File: config.mk
export PLATFORM = sky130hd
export DESIGN_NAME = pk16_alu
export DESIGN_NICKNAME = d
export VERILOG_FILES = /design/src/rtl/pk16_pkg.sv /design/src/rtl/pk16_decode.sv /design/src/rtl/pk16_arith.sv /design/src/rtl/pk16_shift.sv /design/src/rtl/pk16_min.sv /design/src/rtl/pk16_alu.sv
export SDC_FILE = /design/constraint.sdc
export NUM_CORES = 1
export LEC_CHECK = 0
export BUFFER_PORTS_ARGS = -buffer_cell sky130_fd_sc_hd__clkbuf_2
export CAP_MARGIN = 40
export CORE_MARGIN = 2
export CORE_UTILIZATION = 25
export CTS_BUF_LIST = sky130_fd_sc_hd__clkbuf_8
export CTS_CLUSTER_SIZE = 20
export DETAILED_ROUTE_END_ITERATION = 10
export GPL_TIMING_DRIVEN = 0
export HOLD_SLACK_MARGIN = 0.1
export PLACE_DENSITY = 0.39
export SLEW_MARGIN = 20
export SYNTH_ARGS = -nofsm -noshare
export SYNTH_HDL_FRONTEND = slang
export SYNTH_SLANG_ARGS = --single-unit
File: constraint.sdc
create_clock -name clk -period 13.3 [get_ports clk]
set_input_delay 0.665 -clock clk [delete_from_list [all_inputs] [get_ports clk]]
set_output_delay 0.665 -clock clk [all_outputs]
set_load 0.02 [all_outputs]
File: src/rtl/pk16_pkg.sv
package pk16_pkg;

   localparam int OPC_W = 6;

   localparam logic [OPC_W-1:0] OPC_ADD  = 6'h26;
   localparam logic [OPC_W-1:0] OPC_SUB  = 6'h27;
   localparam logic [OPC_W-1:0] OPC_RSUB = 6'h28;
   localparam logic [OPC_W-1:0] OPC_MUL  = 6'h29;
   localparam logic [OPC_W-1:0] OPC_SHL  = 6'h2a;
   localparam logic [OPC_W-1:0] OPC_SHR  = 6'h2b;
   localparam logic [OPC_W-1:0] OPC_SRA  = 6'h2c;
   localparam logic [OPC_W-1:0] OPC_MINU = 6'h31;
   localparam logic [OPC_W-1:0] OPC_MINS = 6'h32;

   typedef enum logic [3:0] {
      K_NONE,
      K_ADD,
      K_SUB,
      K_RSUB,
      K_MUL,
      K_SHL,
      K_SHR,
      K_SRA,
      K_MINU,
      K_MINS
   } op_kind_e;

endpackage

File: src/rtl/pk16_decode.sv
module pk16_decode
   import pk16_pkg::*;
(
   input  logic [OPC_W-1:0] opcode,
   output op_kind_e         kind,
   output logic             legal
);

   always_comb begin
      case (opcode)
         OPC_ADD:  kind = K_ADD;
         OPC_SUB:  kind = K_SUB;
         OPC_RSUB: kind = K_RSUB;
         OPC_MUL:  kind = K_MUL;
         OPC_SHL:  kind = K_SHL;
         OPC_SHR:  kind = K_SHR;
         OPC_SRA:  kind = K_SRA;
         OPC_MINU: kind = K_MINU;
         OPC_MINS: kind = K_MINS;
         default:  kind = K_NONE;
      endcase
   end

   assign legal = (kind != K_NONE);

endmodule

File: src/rtl/pk16_arith.sv
module pk16_arith
   import pk16_pkg::*;
#(
   parameter int W        = 16,
   parameter bit MUL_ITER = 1'b0
)(
   input  logic [W-1:0] a,
   input  logic [W-1:0] b,
   input  op_kind_e     kind,
   output logic [W-1:0] res
);

   logic [W-1:0] prod;

   generate
      if (MUL_ITER) begin : g_mul_shift_add
         logic [W-1:0] acc [0:W];
         assign acc[0] = '0;
         for (genvar i = 0; i < W; i++) begin : g_pp
            assign acc[i+1] = acc[i] + (b[i] ? (a << i) : {W{1'b0}});
         end
         assign prod = acc[W];
      end else begin : g_mul_native
         assign prod = W'(a * b);
      end
   endgenerate

   always_comb begin
      case (kind)
         K_ADD:   res = a + b;
         K_SUB:   res = a - b;
         K_RSUB:  res = b - a;
         K_MUL:   res = prod;
         default: res = '0;
      endcase
   end

   always_comb begin
      if (kind == K_ADD) begin
         assert_add_inverse_R1: assert (W'(res - b) == a);
      end
      if (kind == K_SUB) begin
         assert_sub_inverse_R2: assert (W'(res + b) == a);
      end
      if (kind == K_RSUB) begin
         assert_rsub_inverse_R3: assert (W'(res + a) == b);
      end
      if (kind == K_MUL && b == W'(1)) begin
         assert_mul_identity_R4: assert (res == a);
      end
   end

endmodule

File: src/rtl/pk16_shift.sv
module pk16_shift #(
   parameter int W      = 16,
   parameter bit BARREL = 1'b1,
   localparam int SH_W  = $clog2(W)
)(
   input  logic [W-1:0]    b,
   input  logic [SH_W-1:0] amt,
   input  logic            left,
   input  logic            arith,
   input  logic            active,
   output logic [W-1:0]    res
);

   generate
      if (BARREL) begin : g_log_stages
         function automatic logic [W-1:0] flip(input logic [W-1:0] v);
            logic [W-1:0] r;
            for (int i = 0; i < W; i++) r[i] = v[W-1-i];
            return r;
         endfunction

         logic          fill;
         logic [W-1:0]  stage [0:SH_W];

         assign fill     = arith & ~left & b[W-1];
         assign stage[0] = left ? flip(b) : b;

         for (genvar s = 0; s < SH_W; s++) begin : g_stage
            localparam int D = 1 << s;
            assign stage[s+1] = amt[s] ? {{D{fill}}, stage[s][W-1:D]} : stage[s];
         end

         assign res = left ? flip(stage[SH_W]) : stage[SH_W];
      end else begin : g_behavioural
         always_comb begin
            if (left)       res = b << amt;
            else if (arith) res = W'($signed(b) >>> amt);
            else            res = b >> amt;
         end
      end
   endgenerate

   always_comb begin
      if (active && amt == '0) begin
         assert_shift_zero_R5: assert (res == b);
      end
      if (active && arith && !left) begin
         assert_sra_sign_R6: assert (res[W-1] == b[W-1]);
      end
   end

endmodule

File: src/rtl/pk16_min.sv
module pk16_min #(
   parameter int W = 16
)(
   input  logic [W-1:0] a,
   input  logic [W-1:0] b,
   input  logic         signed_cmp,
   input  logic         active,
   output logic [W-1:0] res
);

   logic [W-1:0] bias;
   logic         a_lt;

   assign bias = signed_cmp ? {1'b1, {(W-1){1'b0}}} : '0;
   assign a_lt = (a ^ bias) < (b ^ bias);
   assign res  = a_lt ? a : b;

   always_comb begin
      if (active) begin
         assert_min_pick_R7: assert (res == a || res == b);
         assert_min_le_R7:   assert ((res ^ bias) <= (a ^ bias) && (res ^ bias) <= (b ^ bias));
      end
   end

endmodule

File: src/rtl/pk16_alu.sv
module pk16_alu
   import pk16_pkg::*;
#(
   parameter int DATA_W    = 16,
   parameter int SRC_W     = 32,
   parameter bit MUL_ITER  = 1'b0,
   parameter bit SH_BARREL = 1'b1,
   localparam int SH_W     = $clog2(DATA_W)
)(
   input  logic              clk,
   input  logic              rst_n,
   input  logic              in_valid,
   input  logic [OPC_W-1:0]  opcode,
   input  logic [SRC_W-1:0]  src_a,
   input  logic [SRC_W-1:0]  src_b,
   output logic              out_valid,
   output logic              out_illegal,
   output logic [SRC_W-1:0]  out_data
);

   generate
      if (SRC_W < DATA_W) begin : g_chk_src_w
         $error("pk16_alu: SRC_W must be at least DATA_W");
      end
      if (DATA_W < 2 || (DATA_W & (DATA_W - 1)) != 0) begin : g_chk_data_w
         $error("pk16_alu: DATA_W must be a power of two of at least 2");
      end
   endgenerate

   op_kind_e          kind;
   logic              legal;
   logic [DATA_W-1:0] lo_a;
   logic [DATA_W-1:0] lo_b;
   logic [DATA_W-1:0] arith_res;
   logic [DATA_W-1:0] shift_res;
   logic [DATA_W-1:0] min_res;
   logic [DATA_W-1:0] sel_res;
   logic              is_shift;
   logic              is_min;

   logic              valid_q;
   logic              illegal_q;
   logic [SRC_W-1:0]  data_q;

   assign lo_a = src_a[DATA_W-1:0];
   assign lo_b = src_b[DATA_W-1:0];

   pk16_decode u_decode (
      .opcode (opcode),
      .kind   (kind),
      .legal  (legal)
   );

   pk16_arith #(
      .W        (DATA_W),
      .MUL_ITER (MUL_ITER)
   ) u_arith (
      .a    (lo_a),
      .b    (lo_b),
      .kind (kind),
      .res  (arith_res)
   );

   assign is_shift = (kind == K_SHL) || (kind == K_SHR) || (kind == K_SRA);
   assign is_min   = (kind == K_MINU) || (kind == K_MINS);

   pk16_shift #(
      .W      (DATA_W),
      .BARREL (SH_BARREL)
   ) u_shift (
      .b      (lo_b),
      .amt    (src_a[SH_W-1:0]),
      .left   (kind == K_SHL),
      .arith  (kind == K_SRA),
      .active (is_shift),
      .res    (shift_res)
   );

   pk16_min #(
      .W (DATA_W)
   ) u_min (
      .a          (lo_a),
      .b          (lo_b),
      .signed_cmp (kind == K_MINS),
      .active     (is_min),
      .res        (min_res)
   );

   always_comb begin
      if (is_shift)    sel_res = shift_res;
      else if (is_min) sel_res = min_res;
      else             sel_res = arith_res;
   end

   always_ff @(posedge clk) begin
      if (!rst_n) begin
         valid_q   <= 1'b0;
         illegal_q <= 1'b0;
         data_q    <= '0;
      end else begin
         valid_q   <= in_valid;
         illegal_q <= in_valid & ~legal;
         if (in_valid && legal) begin
            data_q <= SRC_W'(sel_res);
         end
      end
   end

   assign out_valid   = valid_q;
   assign out_illegal = illegal_q;
   assign out_data    = data_q;

   always_comb begin
      if (rst_n && in_valid) begin
         assert_src_known_R8: assert (!$isunknown({src_a, src_b, opcode}));
      end
   end

   assert_upper_zero_R8: assert property (@(posedge clk) disable iff (!rst_n)
      (out_data >> DATA_W) == '0);

   assert_valid_follow_R10: assert property (@(posedge clk) disable iff (!rst_n)
      in_valid |=> out_valid);

   assert_idle_quiet_R11: assert property (@(posedge clk) disable iff (!rst_n)
      !in_valid |=> (!out_valid && !out_illegal && $stable(out_data)));

   assert_illegal_flag_R9: assert property (@(posedge clk) disable iff (!rst_n)
      (in_valid && !legal) |=> (out_valid && out_illegal));

   assert_illegal_hold_R9: assert property (@(posedge clk) disable iff (!rst_n)
      out_illegal |-> $stable(out_data));

   assert_flags_excl_R9: assert property (@(posedge clk) disable iff (!rst_n)
      out_illegal |-> out_valid);

endmodule

Yosys cells after proc, flatten, opt, wreduce, memory -nomap -nowiden
Index checks and enable logic that the tools add are counted.
Widths: inputs -> output; s select.
{"block": "op_classes", "n_bitwise": 7, "order_cmp": 1, "add_sub_neg": 3, "reduce_logical": 5, "multipliers": 1, "n_eq_ne": 18, "muxes": 12}
{"op": "$mux 16", "n": 10}
{"op": "$pmux 16 s4", "n": 1}
{"op": "$eq 6x6->1 const B", "n": 9}
{"op": "$pmux 4 s9", "n": 1}
{"op": "$sub 16x16->16", "n": 2}
{"op": "$xor 16x16->16", "n": 2}
{"op": "$add 16x16->16", "n": 1}
{"op": "$eq 4x3->1 const B", "n": 4}
{"op": "$lt 16x16->1", "n": 1}
{"op": "$mul 16x16->16", "n": 1}
{"op": "$eq 4x2->1 const B", "n": 2}
{"op": "$eq 4x4->1 const B", "n": 2}
{"op": "$eq 4x1->1 const B", "n": 1}
{"op": "$reduce_bool 4->1", "n": 1}
{"op": "$and 1x1->1", "n": 3}
{"op": "$logic_or 1x1->1", "n": 3}
{"op": "$not 1->1", "n": 2}
{"op": "$logic_and 1x1->1", "n": 1}
{"block": "word_totals", "inputBits": 73, "out_inout_bits": 34, "wordCells": 50, "register_bits": 18}

Depth between registers and ports, before layout
Gate-level depths: netlist of run 1.
{"block": "depth", "depth_word": 12, "depth_mapped": 23, "depth_no_buf": 21}

Modules after synthesis
From an unflattened synthesis of run 1, not the netlist that was laid out.
{"block": "hier_totals", "cells_unflattened": 1184, "area_unflattened_um2": 9629.2}
{"mod": "pk16_arith", "area_per_inst_um2": 5880.6, "seq_area_each_um2": 0.0, "cells_each": 744, "instances": 1}
{"mod": "pk16_shift", "area_per_inst_um2": 1539.0, "seq_area_each_um2": 0.0, "cells_each": 175, "instances": 1}
{"mod": "pk16_alu", "area_per_inst_um2": 1342.5, "seq_area_each_um2": 360.3, "cells_each": 164, "instances": 1}
{"mod": "pk16_min", "area_per_inst_um2": 649.4, "seq_area_each_um2": 0.0, "cells_each": 71, "instances": 1}
{"mod": "pk16_decode", "area_per_inst_um2": 217.7, "seq_area_each_um2": 0.0, "cells_each": 30, "instances": 1}

Worst setup path before layout of run 1
OpenSTA, ideal clock, no wires.
{"block": "synth_timing", "path_kind": "input-to-reg", "from": "in src_a[2]", "to": "reg data_q[14] (netlist: out_data[14])", "stages": 22, "setup_slack_ns": 7.216, "path_buffers": 3, "setup_ns": 0.081, "t_arrival_ns": 6.003, "required_time_ns": 13.219, "path_cell_list": "clkbuf_1 > clkbuf_1 > buf_1 > nand2_1 > fa_1 > inv_1 > fa_1 > ha_1 > fa_1 > inv_1 > fa_1 > fa_1 > inv_1 > ha_1 > or3_1 > a2bb2oi_1 > a311oi_1 > o21bai_1 > a21oi_1 > xnor2_1 > nand2_1 > a41oi_1"}
{"block": "synth_via", "elab_chain_cells": 5, "word_cells_on_any_way": 13, "cone_classes": "3 x add/sub; 1 x mul; 1 x order compare; 7 x mux; 1 x bitwise"}
{"item": "start: declaration", "line_no": "pk16_alu.sv:14", "text": "input logic [SRC_W-1:0] src_a,"}
{"item": "parallel branches: the longest is 4 deep, another holds $mul 16x16->16"}
{"item": "$mux 16 *", "line_no": "pk16_alu.sv:90", "text": "if (is_shift) sel_res = shift_res;"}
{"item": "end signal: assignment", "line_no": "pk16_alu.sv:104", "text": "data_q <= SRC_W'(sel_res);"}
{"item": "end: declaration", "line_no": "pk16_alu.sv:43", "text": "logic [SRC_W-1:0] data_q;"}
Every way passes the cells marked *.
A chain may end at the register's enable or synchronous reset.

Worst setup path in the final report of run 1
Same ends and word-level chain as after synthesis.

==> impl_metrics.env, run 1 <==
export IMPL_combPwrFrac_pct=90.8
export IMPL_crit_top_cell="fa_1"
export IMPL_nets=1395
export IMPL_ios=107
export IMPL_cts_buffers=3
export IMPL_total_power_mw=1.19
export IMPL_switching_power_uw=663
export IMPL_rows=67
export IMPL_fin_worst_skew_ps=0
export IMPL_grt_pass1_wl_mm=52.4
export IMPL_cts_tree="yes"
export IMPL_syn_to_final_growth_pct=11.4
export IMPL_cpMaxStageDelayCell="buf_1"
export IMPL_hold_violations=0
export IMPL_critical_path_max_stage_delay_ps=540
export IMPL_drv_cap=0
export IMPL_path_max_fanout=10
export IMPL_power_leakage_nw=4.25
export IMPL_cts_root_buf="clkbuf_8"
export IMPL_drv_slew=0
export IMPL_cts_htree_levels=1
export IMPL_reg2reg_depth=3
export IMPL_switching_share_pct=55.6
export IMPL_run_status="finished clean"
export IMPL_post_cts_buffers=0
export IMPL_dieWidth_um=188
export IMPL_syn_area_mm2=0.00848
export IMPL_rsz0062_at_grt="false"
export IMPL_start_kind="primary input"
export IMPL_clk_pin_slew_worst_paths_ps=100
export IMPL_min_period_ps=7280
export IMPL_place_hpwl_mm=28.5
export IMPL_synth_edff_count=0
export IMPL_relSlewSlack_pct=43.8
export IMPL_vias=7960
export IMPL_ys_flop_type="dfxtp_1"
export IMPL_max_clock_freq_mhz=137
export IMPL_routed_via_density=4.98
export IMPL_fp_coreArea_mm2=0.0334
export IMPL_avgSynthCellArea_um2=7.90
export IMPL_antenna_cells=0
export IMPL_yosysSeqAreaShare_pct=4.25
export IMPL_drcViolationCount=0
export IMPL_arrival_ps=7490
export IMPL_cts_resized=0
export IMPL_power_per_cell_area_mw_per_mm2=126
export IMPL_grt_overflow=0
export IMPL_endpoint="out_data[14]"
export IMPL_timing_rr_end="out_data[10]"
export IMPL_finalCritPeriodShare_pct=54.8
export IMPL_start_util_pct=25.4
export IMPL_netlist_instances=1074
export IMPL_grt_max_degree=12
export IMPL_worstSetupPathType="in -> reg"
export IMPL_cp_required_ps=13510
export IMPL_critPathBufInv=7
export IMPL_ir_drop_v=0.000108
export IMPL_synth_seq_cells=18
export IMPL_max_slew_worst_pin_slew_ps=844
export IMPL_setup_viol=0
export IMPL_rrSetupSlack_ps=12160
export IMPL_drive_gt1_share_pct=11.5
export IMPL_antenna_found_initial=1
export IMPL_worst_path_stages=23
export IMPL_dieArea_mm2=0.0354
export IMPL_place_congestion=0.895
export IMPL_async_flop_share_pct=0
export IMPL_wl_mm=34.4
export IMPL_hold_buffers=0
export IMPL_postRouteAntennaNets=0
export IMPL_finalSetupTns_ps=0
export IMPL_grt_pass1_vias=8147
export IMPL_clkSinkCount=18
export IMPL_drtPass1Iterations=5
export IMPL_crit_path_end_kind="flip-flop"
export IMPL_crit_start="src_a[2]"
export IMPL_rr_startpoint="out_data[10]"
export IMPL_fp_dieH_um=188
export IMPL_seqPwrFrac_pct=4.8
export IMPL_wl_per_cell_um=21.5
export IMPL_clockBufferDepth=2
export IMPL_placement_io_buffers=55
export IMPL_grt_total_usage_pct=19.7
export IMPL_drt_iter0_drc=518
export IMPL_critPathTopFamily="adder cells"
export IMPL_clk_latency_ps=270
export IMPL_crit_path_cell_trace="clkbuf_2, clkbuf_1, clkbuf_1, buf_1, nand2_1, fa_1, inv_1, fa_1, ha_1, fa_1, inv_1, fa_1, fa_1, inv_1, ha_1, or3_1, a2bb2oi_1, a311oi_1, o21bai_1, a21oi_1, xnor2_1, nand2_1, a41oi_1"
export IMPL_yosys_warnings=0
export IMPL_p_int_uw=530
export IMPL_hold_class="reg -> reg"
export IMPL_synthDistinctLibCells=75
export IMPL_clockPowerShare_pct=4.4
[power groups by stage]
| stage | Clock [mW] | Combinational [mW] | Sequential (mW) |
|---|---|---|---|
| floorplan | 0 | 0.758 | 0.0619 |
| global placement | 0 | 1.08 | 0.0591 |
| detailed placement | 0 | 1.08 | 0.0592 |
| CTS | 0.0534 | 1.09 | 0.0579 |
| global route | 0.0556 | 1.22 | 0.0582 |
| finish | 0.0523 | 1.08 | 0.0579 |
[cell usage in the layout, fill, tap and decap left out, types with 42 or more instances in the layout]
cell      instances
a21oi_1          47
and2_1           42
clkbuf_1         49
clkbuf_2         55
fa_1             82
ha_1             88
inv_1           145
nand2_1         103
nor2_1           67
o21ai_0          53
xnor2_1          53
[final cells by class]
class	count	area, um2
clock buffer	4	55.1
timing repair buffer	58	297
inverter	147	552
buffer	79	377
multi-input combinational	845	7250
sequential	18	360
tap	448	561
fill	3701	24000
[kinds of logic after synthesis]
kind of cell | after synthesis | synth area share [%]
AOI/OAI and AO/OA | 224 | 17.8
xor gates and xnor gates | 72 | 7.60
adders and majority gates | 170 | 32.3
buffers and inverters | 226 | 10.9
DFF | 18 | 4.25
muxes | 51 | 8.87
other | 1 | 0.0442
and+or+nand+nor | 312 | 18.1
[through the flow]
step / setup WS (ps) / instance area, um2 / hold slack, ps / instances / util (%)
final: 6020 / 9450 / 556 / 1599 / 28.2
after global routing: 5660 / 9450 / 567 / 1599 / 28.2
after CTS: 6020 / 9450 / 556 / 1599 / 28.2
after detailed placement: 5720 / 9390 / 538 / 1595 / 28.1
after global placement: 5720 / 9370 / 525 / 1592 / 28.0
after floorplan: 7220 / 8540 / 605 / 1089 / -
[per-layer routing]
metal,vias to the layer above,GRT usage (%),share of wire (%)
met1,3944,27.9,47
met5,-,0,0
li1,3788,-,-
met3,23,2.17,5.2
met2,205,33.0,46
met4,0,2.51,1.4
[registers in the layout, summed over array words and instances (netlist names)]
name,cells
out_data,16
out_valid,1
out_illegal,1
[synth_stat cells (all sizes together) (3+ instances only)]
master    n  area, um2
buf      30        193
nand2   104        398
o31a      4       35.0
nor2     67        251
mux2     13        146
o22ai     5       31.3
a31oi    12       75.1
nand2b   10       62.6
fa       82       1640
nand4     4       25.0
dfxtp    18        360
xnor2    53        464
mux4     18        405
o311ai    3       26.3
nor4      5       31.3
inv     147        552
mux2i    20        200
nand3b    3       22.5
a22oi     6       45.0
nor3     23        115
o21a     15        113
clkbuf   49        184
o2111a    3       33.8
o21bai    6       45.0
nand3    10       50.1
a311oi    3       26.3
xor2     18        158
or2       3       18.8
nor3b     3       22.5
nor2b    16        100
o221a     3       33.8
a211oi   10       80.1
o221ai    3       26.3
a21boi    3       22.5
a21oi    47        235
o211ai    5       37.5
and2     42        263
ha       88       1100
a21o      6       45.0
o21ai    53        265
a221oi   15        131
a41oi     3       26.3
or3       9       56.3
[worst min-delay path by stage]
stage	end	depth (start not counted)	start	slack [ps]
final	out_data[2]	1	out_data[2]	560
after global routing	out_data[9]	1	out_data[9]	570
after CTS	out_data[2]	1	out_data[2]	560
after detailed placement	out_data[2]	1	out_data[2]	540
after global placement	out_data[9]	1	out_data[9]	520
after floorplan	out_data[12]	2	out_data[12]	610
Note: power is estimated with default switching activity, not from simulation.
==> inputs of run 2 (changes only) <==
--- a/config.mk
+++ b/config.mk
@@ -14,7 +14,7 @@
 export DETAILED_ROUTE_END_ITERATION = 10
 export GPL_TIMING_DRIVEN = 0
 export HOLD_SLACK_MARGIN = 0.1
-export PLACE_DENSITY = 0.39
+export PLACE_DENSITY = 0.4
 export SLEW_MARGIN = 20
 export SYNTH_ARGS = -nofsm -noshare
 export SYNTH_HDL_FRONTEND = slang
==> constraint.sdc (replaced) <==
create_clock -name clk -period 6.3 [get_ports clk]
set_input_delay 0.315 -clock clk [delete_from_list [all_inputs] [get_ports clk]]
set_output_delay 0.315 -clock clk [all_outputs]
set_load 0.02 [all_outputs]
==> impl_metrics.env, run 2 (synthesis results as in run 1) <==
export IMPL_run_status="finished clean"
export IMPL_max_clock_freq_mhz=165
export IMPL_max_slew_worst_pin_slew_ps=851
export IMPL_crit_path_end_kind="flip-flop"
export IMPL_arrival_ps=6240
export IMPL_grt_overflow=0
export IMPL_rows=67
export IMPL_final_util_pct=28.1
export IMPL_cp_required_ps=6480
export IMPL_clkSinkCount=18
export IMPL_drt_iter0_drc=496
export IMPL_cpMaxStageDelayCell="fa_1"
export IMPL_crit_path_cell_trace="clkbuf_2, buf_2, nand2_1, fa_1, inv_1, fa_1, ha_1, fa_1, inv_1, fa_1, fa_1, inv_1, ha_1, or3_1, o211a_1, o211ai_1, nand2_1, xnor2_1, o221ai_1, o41a_1"
export IMPL_drtPass1Iterations=5
export IMPL_critPathBufInv=5
export IMPL_place_congestion=0.900
export IMPL_min_period_ps=6050
export IMPL_p_int_mw=1.12
export IMPL_drcViolationCount=0
export IMPL_hold_class="in -> reg"
export IMPL_path_max_fanout=21
export IMPL_place_hpwl_mm=28.2
export IMPL_grt_total_usage_pct=19.4
export IMPL_regArea_um2=360
export IMPL_worstSetupPathType="in -> reg"
export IMPL_dieWidth_um=188
export IMPL_layout_cells_most_common="inv_1"
export IMPL_setup_viol=0
export IMPL_rr_startpoint="out_data[10]"
export IMPL_drive_gt1_share_pct=12.4
export IMPL_crit_start="src_a[2]"
export IMPL_drv_slew=0
export IMPL_grt_max_degree=22
export IMPL_fp_dieH_um=188
export IMPL_fp_coreArea_mm2=0.0334
export IMPL_ir_drop_v=0.000216
export IMPL_timing_rr_end="out_data[10]"
export IMPL_antenna_cells=0
export IMPL_fin_area_mm2=0.00941
export IMPL_cts_htree_levels=1
export IMPL_syn_to_final_growth_pct=11.0
export IMPL_multiInputGateArea_mm2=0.00725
export IMPL_ios=107
export IMPL_rrSetupSlack_ps=5180
export IMPL_final_cell_mix="145 x inv_1, 103 x nand2_1, 88 x ha_1"
export IMPL_stdcell_count=1583
export IMPL_relSlewSlack_pct=43.2
export IMPL_wl_per_cell_um=21.1
export IMPL_endpoint="out_data[13]"
export IMPL_placed_area_mm2=0.00939
export IMPL_start_util_pct=25.4
export IMPL_hold_violations=0
export IMPL_cts_buffers=3
export IMPL_rsz0062_at_grt="false"
export IMPL_dieArea_mm2=0.0354
export IMPL_grt_pass1_wl_mm=52.0
export IMPL_vias=7884
export IMPL_drv_cap=0
export IMPL_clockBufferDepth=2
export IMPL_fillers=3731
export IMPL_reg2reg_depth=3
export IMPL_routed_via_density=4.98
export IMPL_critical_path_max_stage_delay_ps=500
export IMPL_switching_share_pct=55.0
export IMPL_total_power_mw=2.49
export IMPL_power_per_cell_area_mw_per_mm2=265
export IMPL_clk_pin_slew_worst_paths_ps=100
export IMPL_seqPwrFrac_pct=4.9
export IMPL_clk_latency_ps=270
export IMPL_wl_mm=33.4
export IMPL_postRouteAntennaNets=0
export IMPL_power_leakage_nw=4.26
export IMPL_crit_top_cell="fa_1"
export IMPL_worst_path_stages=20
export IMPL_largest_reg_flops=16
export IMPL_cts_tree="yes"
export IMPL_critPathTopFamily="adder cells"
export IMPL_nets=1379
export IMPL_combPwrFrac_pct=90.7
export IMPL_switching_power_mw=1.37
export IMPL_grt_pass1_vias=8169
export IMPL_fin_worst_skew_ps=0
export IMPL_placement_io_buffers=55
export IMPL_place_inst=1595
export IMPL_finalCritPeriodShare_pct=96.1
export IMPL_cts_root_buf="clkbuf_8"
export IMPL_antenna_found_initial=0
export IMPL_clockPowerShare_pct=4.4
export IMPL_start_kind="primary input"
## run 2: worst register-to-register path, delay by kind of cell, from the launching register on
kind | cells | cell delay, ps
AND/OR/NAND/NOR | 1 | 70
flip-flops | 1 | 340
AO/OA/AOI/OAI | 2 | 600
## run 2: repair_timing
action                                 in CTS  in global routing
hold buffers                                0                  0
setup buffers                               0                  0
resized for setup                           6                 13
setup endpoints to repair                   6                  4
endpoints found under the hold margin       0                  0
## run 2: metal layers
metal | routed length, um | global-route usage [%] | vias to the layer above
met5 | 0 | 0 | -
met4 | 335 | 2.00 | 0
met3 | 1540 | 1.95 | 17
met2 | 15400 | 32.1 | 202
met1 | 16200 | 28.0 | 3904
li1 | - | - | 3761
## run 2: metrics by stage
step	hold WS, ps	setup TNS, ps	setup WS [ps]
6_report	277	0	245
5_1_grt	308	0	4.23
3_3_place_gp	526	-4790	-938
4_1_cts	277	0	2.49
2_1_floorplan	451	0	566
3_5_place_dp	537	-4530	-897
## run 2: final cells by class
class	count	share of cell area (%)
inverter	147	5.92
clock buffer	4	0.585
buffer	63	3.50
timing repair buffer	58	3.15
sequential	18	3.83
tap	448	5.96
multi-input combinational	845	77.1
## run 2: power groups by stage
stage	Clock [mW]	Combinational (mW)	Sequential, mW
2_1_floorplan	0	1.60	0.131
3_3_place_gp	0	2.28	0.125
3_5_place_dp	0	2.26	0.125
4_1_cts	0.112	2.28	0.122
5_1_grt	0.117	2.57	0.123
6_report	0.111	2.26	0.122
## run 2: how the worst min path moves through the flow
stage	from	endpoint	slack, ps	cells after the start
finish	in_valid	out_valid	280	2
global route	in_valid	out_valid	310	2
CTS	in_valid	out_valid	280	2
detailed placement	out_data[9]	out_data[9]	540	1
global placement	out_data[9]	out_data[9]	530	1
floorplan	in_valid	out_valid	450	1
==> inputs of run 3 (changes only) <==
--- a/config.mk
+++ b/config.mk
@@ -14,8 +14,9 @@
 export DETAILED_ROUTE_END_ITERATION = 10
 export GPL_TIMING_DRIVEN = 0
 export HOLD_SLACK_MARGIN = 0.1
-export PLACE_DENSITY = 0.4
-export SLEW_MARGIN = 20
+export PLACE_DENSITY = 0.38
+export SKIP_LAST_GASP = 1
+export SLEW_MARGIN = 10
 export SYNTH_ARGS = -nofsm -noshare
 export SYNTH_HDL_FRONTEND = slang
 export SYNTH_SLANG_ARGS = --single-unit
==> impl_metrics.env, run 3 (synthesis results as in run 1) <==
export IMPL_cts_buffers=3
export IMPL_whs_ps=273
export IMPL_grt_overflow=0
export IMPL_antenna_found_initial=1
export IMPL_routed_top_layer="met4"
export IMPL_post_place_ws_ps=-911
export IMPL_worst_slack_ps=213
export IMPL_grt_max_degree=22
export IMPL_reg2reg_depth=3
export IMPL_rows=67
export IMPL_max_clock_freq_mhz=164
export IMPL_place_congestion=0.877
export IMPL_min_period_ps=6090
export IMPL_wl_met1_mm=16.2
export IMPL_path_max_fanout=10
export IMPL_run_status="finished clean"
export IMPL_total_power_mw=2.53
export IMPL_finalCritPeriodShare_pct=96.6
export IMPL_drt_iter0_drc=610
export IMPL_hold_class="in -> reg"
export IMPL_worstSetupPathType="in -> reg"
export IMPL_cts_tree="yes"
export IMPL_cp_required_ps=6480
export IMPL_holdPathStages=2
export IMPL_final_cell_mix="144 x inv_1, 103 x nand2_1, 88 x ha_1"
export IMPL_dieArea_mm2=0.0354
export IMPL_cts_htree_levels=1
export IMPL_syn_to_final_growth_pct=11.3
export IMPL_dr_wl_met3_mm=1.93
export IMPL_power_per_cell_area_mw_per_mm2=268
export IMPL_hold_violations=0
export IMPL_fp_coreArea_mm2=0.0334
export IMPL_power_leakage_nw=4.26
export IMPL_grt_total_usage_pct=19.8
export IMPL_nets=1380
export IMPL_drv_cap=0
export IMPL_switching_share_pct=55.6
export IMPL_route_met2_wl_mm=15.3
export IMPL_clk_pin_slew_worst_paths_ps=100
export IMPL_wl_per_cell_um=21.4
export IMPL_cts_root_buf="clkbuf_8"
export IMPL_fillers=3758
export IMPL_fp_dieH_um=188
export IMPL_drv_slew=0
export IMPL_fin_worst_skew_ps=0
export IMPL_dieWidth_um=188
export IMPL_p_int_mw=1.13
export IMPL_placement_io_buffers=55
export IMPL_start_util_pct=25.4
export IMPL_ios=107
export IMPL_crit_path_end_kind="flip-flop"
export IMPL_setup_viol=0
export IMPL_clockPowerShare_pct=4.3
export IMPL_wl_mm=33.9
export IMPL_combPwrFrac_pct=90.9
export IMPL_grt_pass1_vias=8075
export IMPL_seqPwrFrac_pct=4.8
export IMPL_clkSinkCount=18
export IMPL_rsz0062_at_grt="true"
export IMPL_drcViolationCount=0
export IMPL_layout_cells_most_common="inv_1"
export IMPL_ir_drop_v=0.000194
export IMPL_start_kind="primary input"
export IMPL_routed_via_density=4.99
export IMPL_antenna_cells=0
export IMPL_place_hpwl_mm=28.6
export IMPL_clockBufferDepth=2
export IMPL_clk_latency_ps=270
export IMPL_drtPass1Iterations=7
export IMPL_largest_reg_flops=16
export IMPL_relSlewSlack_pct=39.9
export IMPL_switching_power_mw=1.41
export IMPL_grt_pass1_wl_mm=52.2
export IMPL_drive_gt1_share_pct=12.6
export IMPL_max_slew_worst_pin_slew_ps=902
export IMPL_vias=7898
export IMPL_arrival_ps=6270
export IMPL_hold_buffers=0
export IMPL_postRouteAntennaNets=0
## run 3: critical path, cell delays in order
cell      delay (ps)
clkbuf_2         260
clkbuf_2         330
and2_1           240
fa_1             540
inv_1             60
fa_1             530
inv_1             40
ha_1             180
fa_1             470
fa_1             550
inv_1             50
fa_1             500
inv_1             50
ha_1             200
or3_1            340
o211a_1          240
o211ai_1         310
nand2_1          110
xnor2_1          270
o221ai_1         270
o41a_1           390
## run 3: metrics by stage
step	TNS, ps	area (um2)	utilization (%)	cells
detailed placement	-4470	9390	28.1	1595
global route	-23.2	9440	28.2	1584
floorplan	0	8540	-	1089
CTS	0	9420	28.2	1589
finish	0	9440	28.2	1584
global placement	-4960	9370	28.0	1592
## run 3: layout make-up
class	instances	area [um2]	area share [%]
repair buffers	60	322	3.41
flip-flops and latches	18	360	3.82
multi-input cells	845	7250	76.9
well taps	448	561	5.94
clock buffers	4	55.1	0.583
plain buffers	62	327	3.46
inverters	147	558	5.91
## run 3: per-layer routing
layer / track usage (%) / vias to the layer above
met4: 2.79 / 0
met5: 0 / -
met2: 32.1 / 236
met1: 28.6 / 3884
met3: 2.19 / 25
li1: - / 3753
## run 3: path summary, 6_finish.rpt
kind / from / endpoint / slack [ps]
max: src_b[1] / out_data[13] / 210
min: in_valid / out_valid / 270
max reg2reg: out_data[10] / out_data[10] / 5140
min reg2reg: out_data[9] / out_data[9] / 550
## run 3: timing repair
action | CTS | global route
setup buffers | 0 | 2
gates resized for setup | 7 | 18
pin swaps | 0 | 0
setup endpoints to repair | 6 | 4
gates cloned | 0 | 0
endpoints found under the hold margin | 0 | 0
## run 3: power by group through the flow
stage | Sequential (mW) | Combinational (mW) | Clock, mW
2_1_floorplan | 0.131 | 1.60 | 0
3_3_place_gp | 0.125 | 2.30 | 0
3_5_place_dp | 0.125 | 2.28 | 0
4_1_cts | 0.122 | 2.31 | 0.115
5_1_grt | 0.123 | 2.61 | 0.118
6_report | 0.122 | 2.30 | 0.109
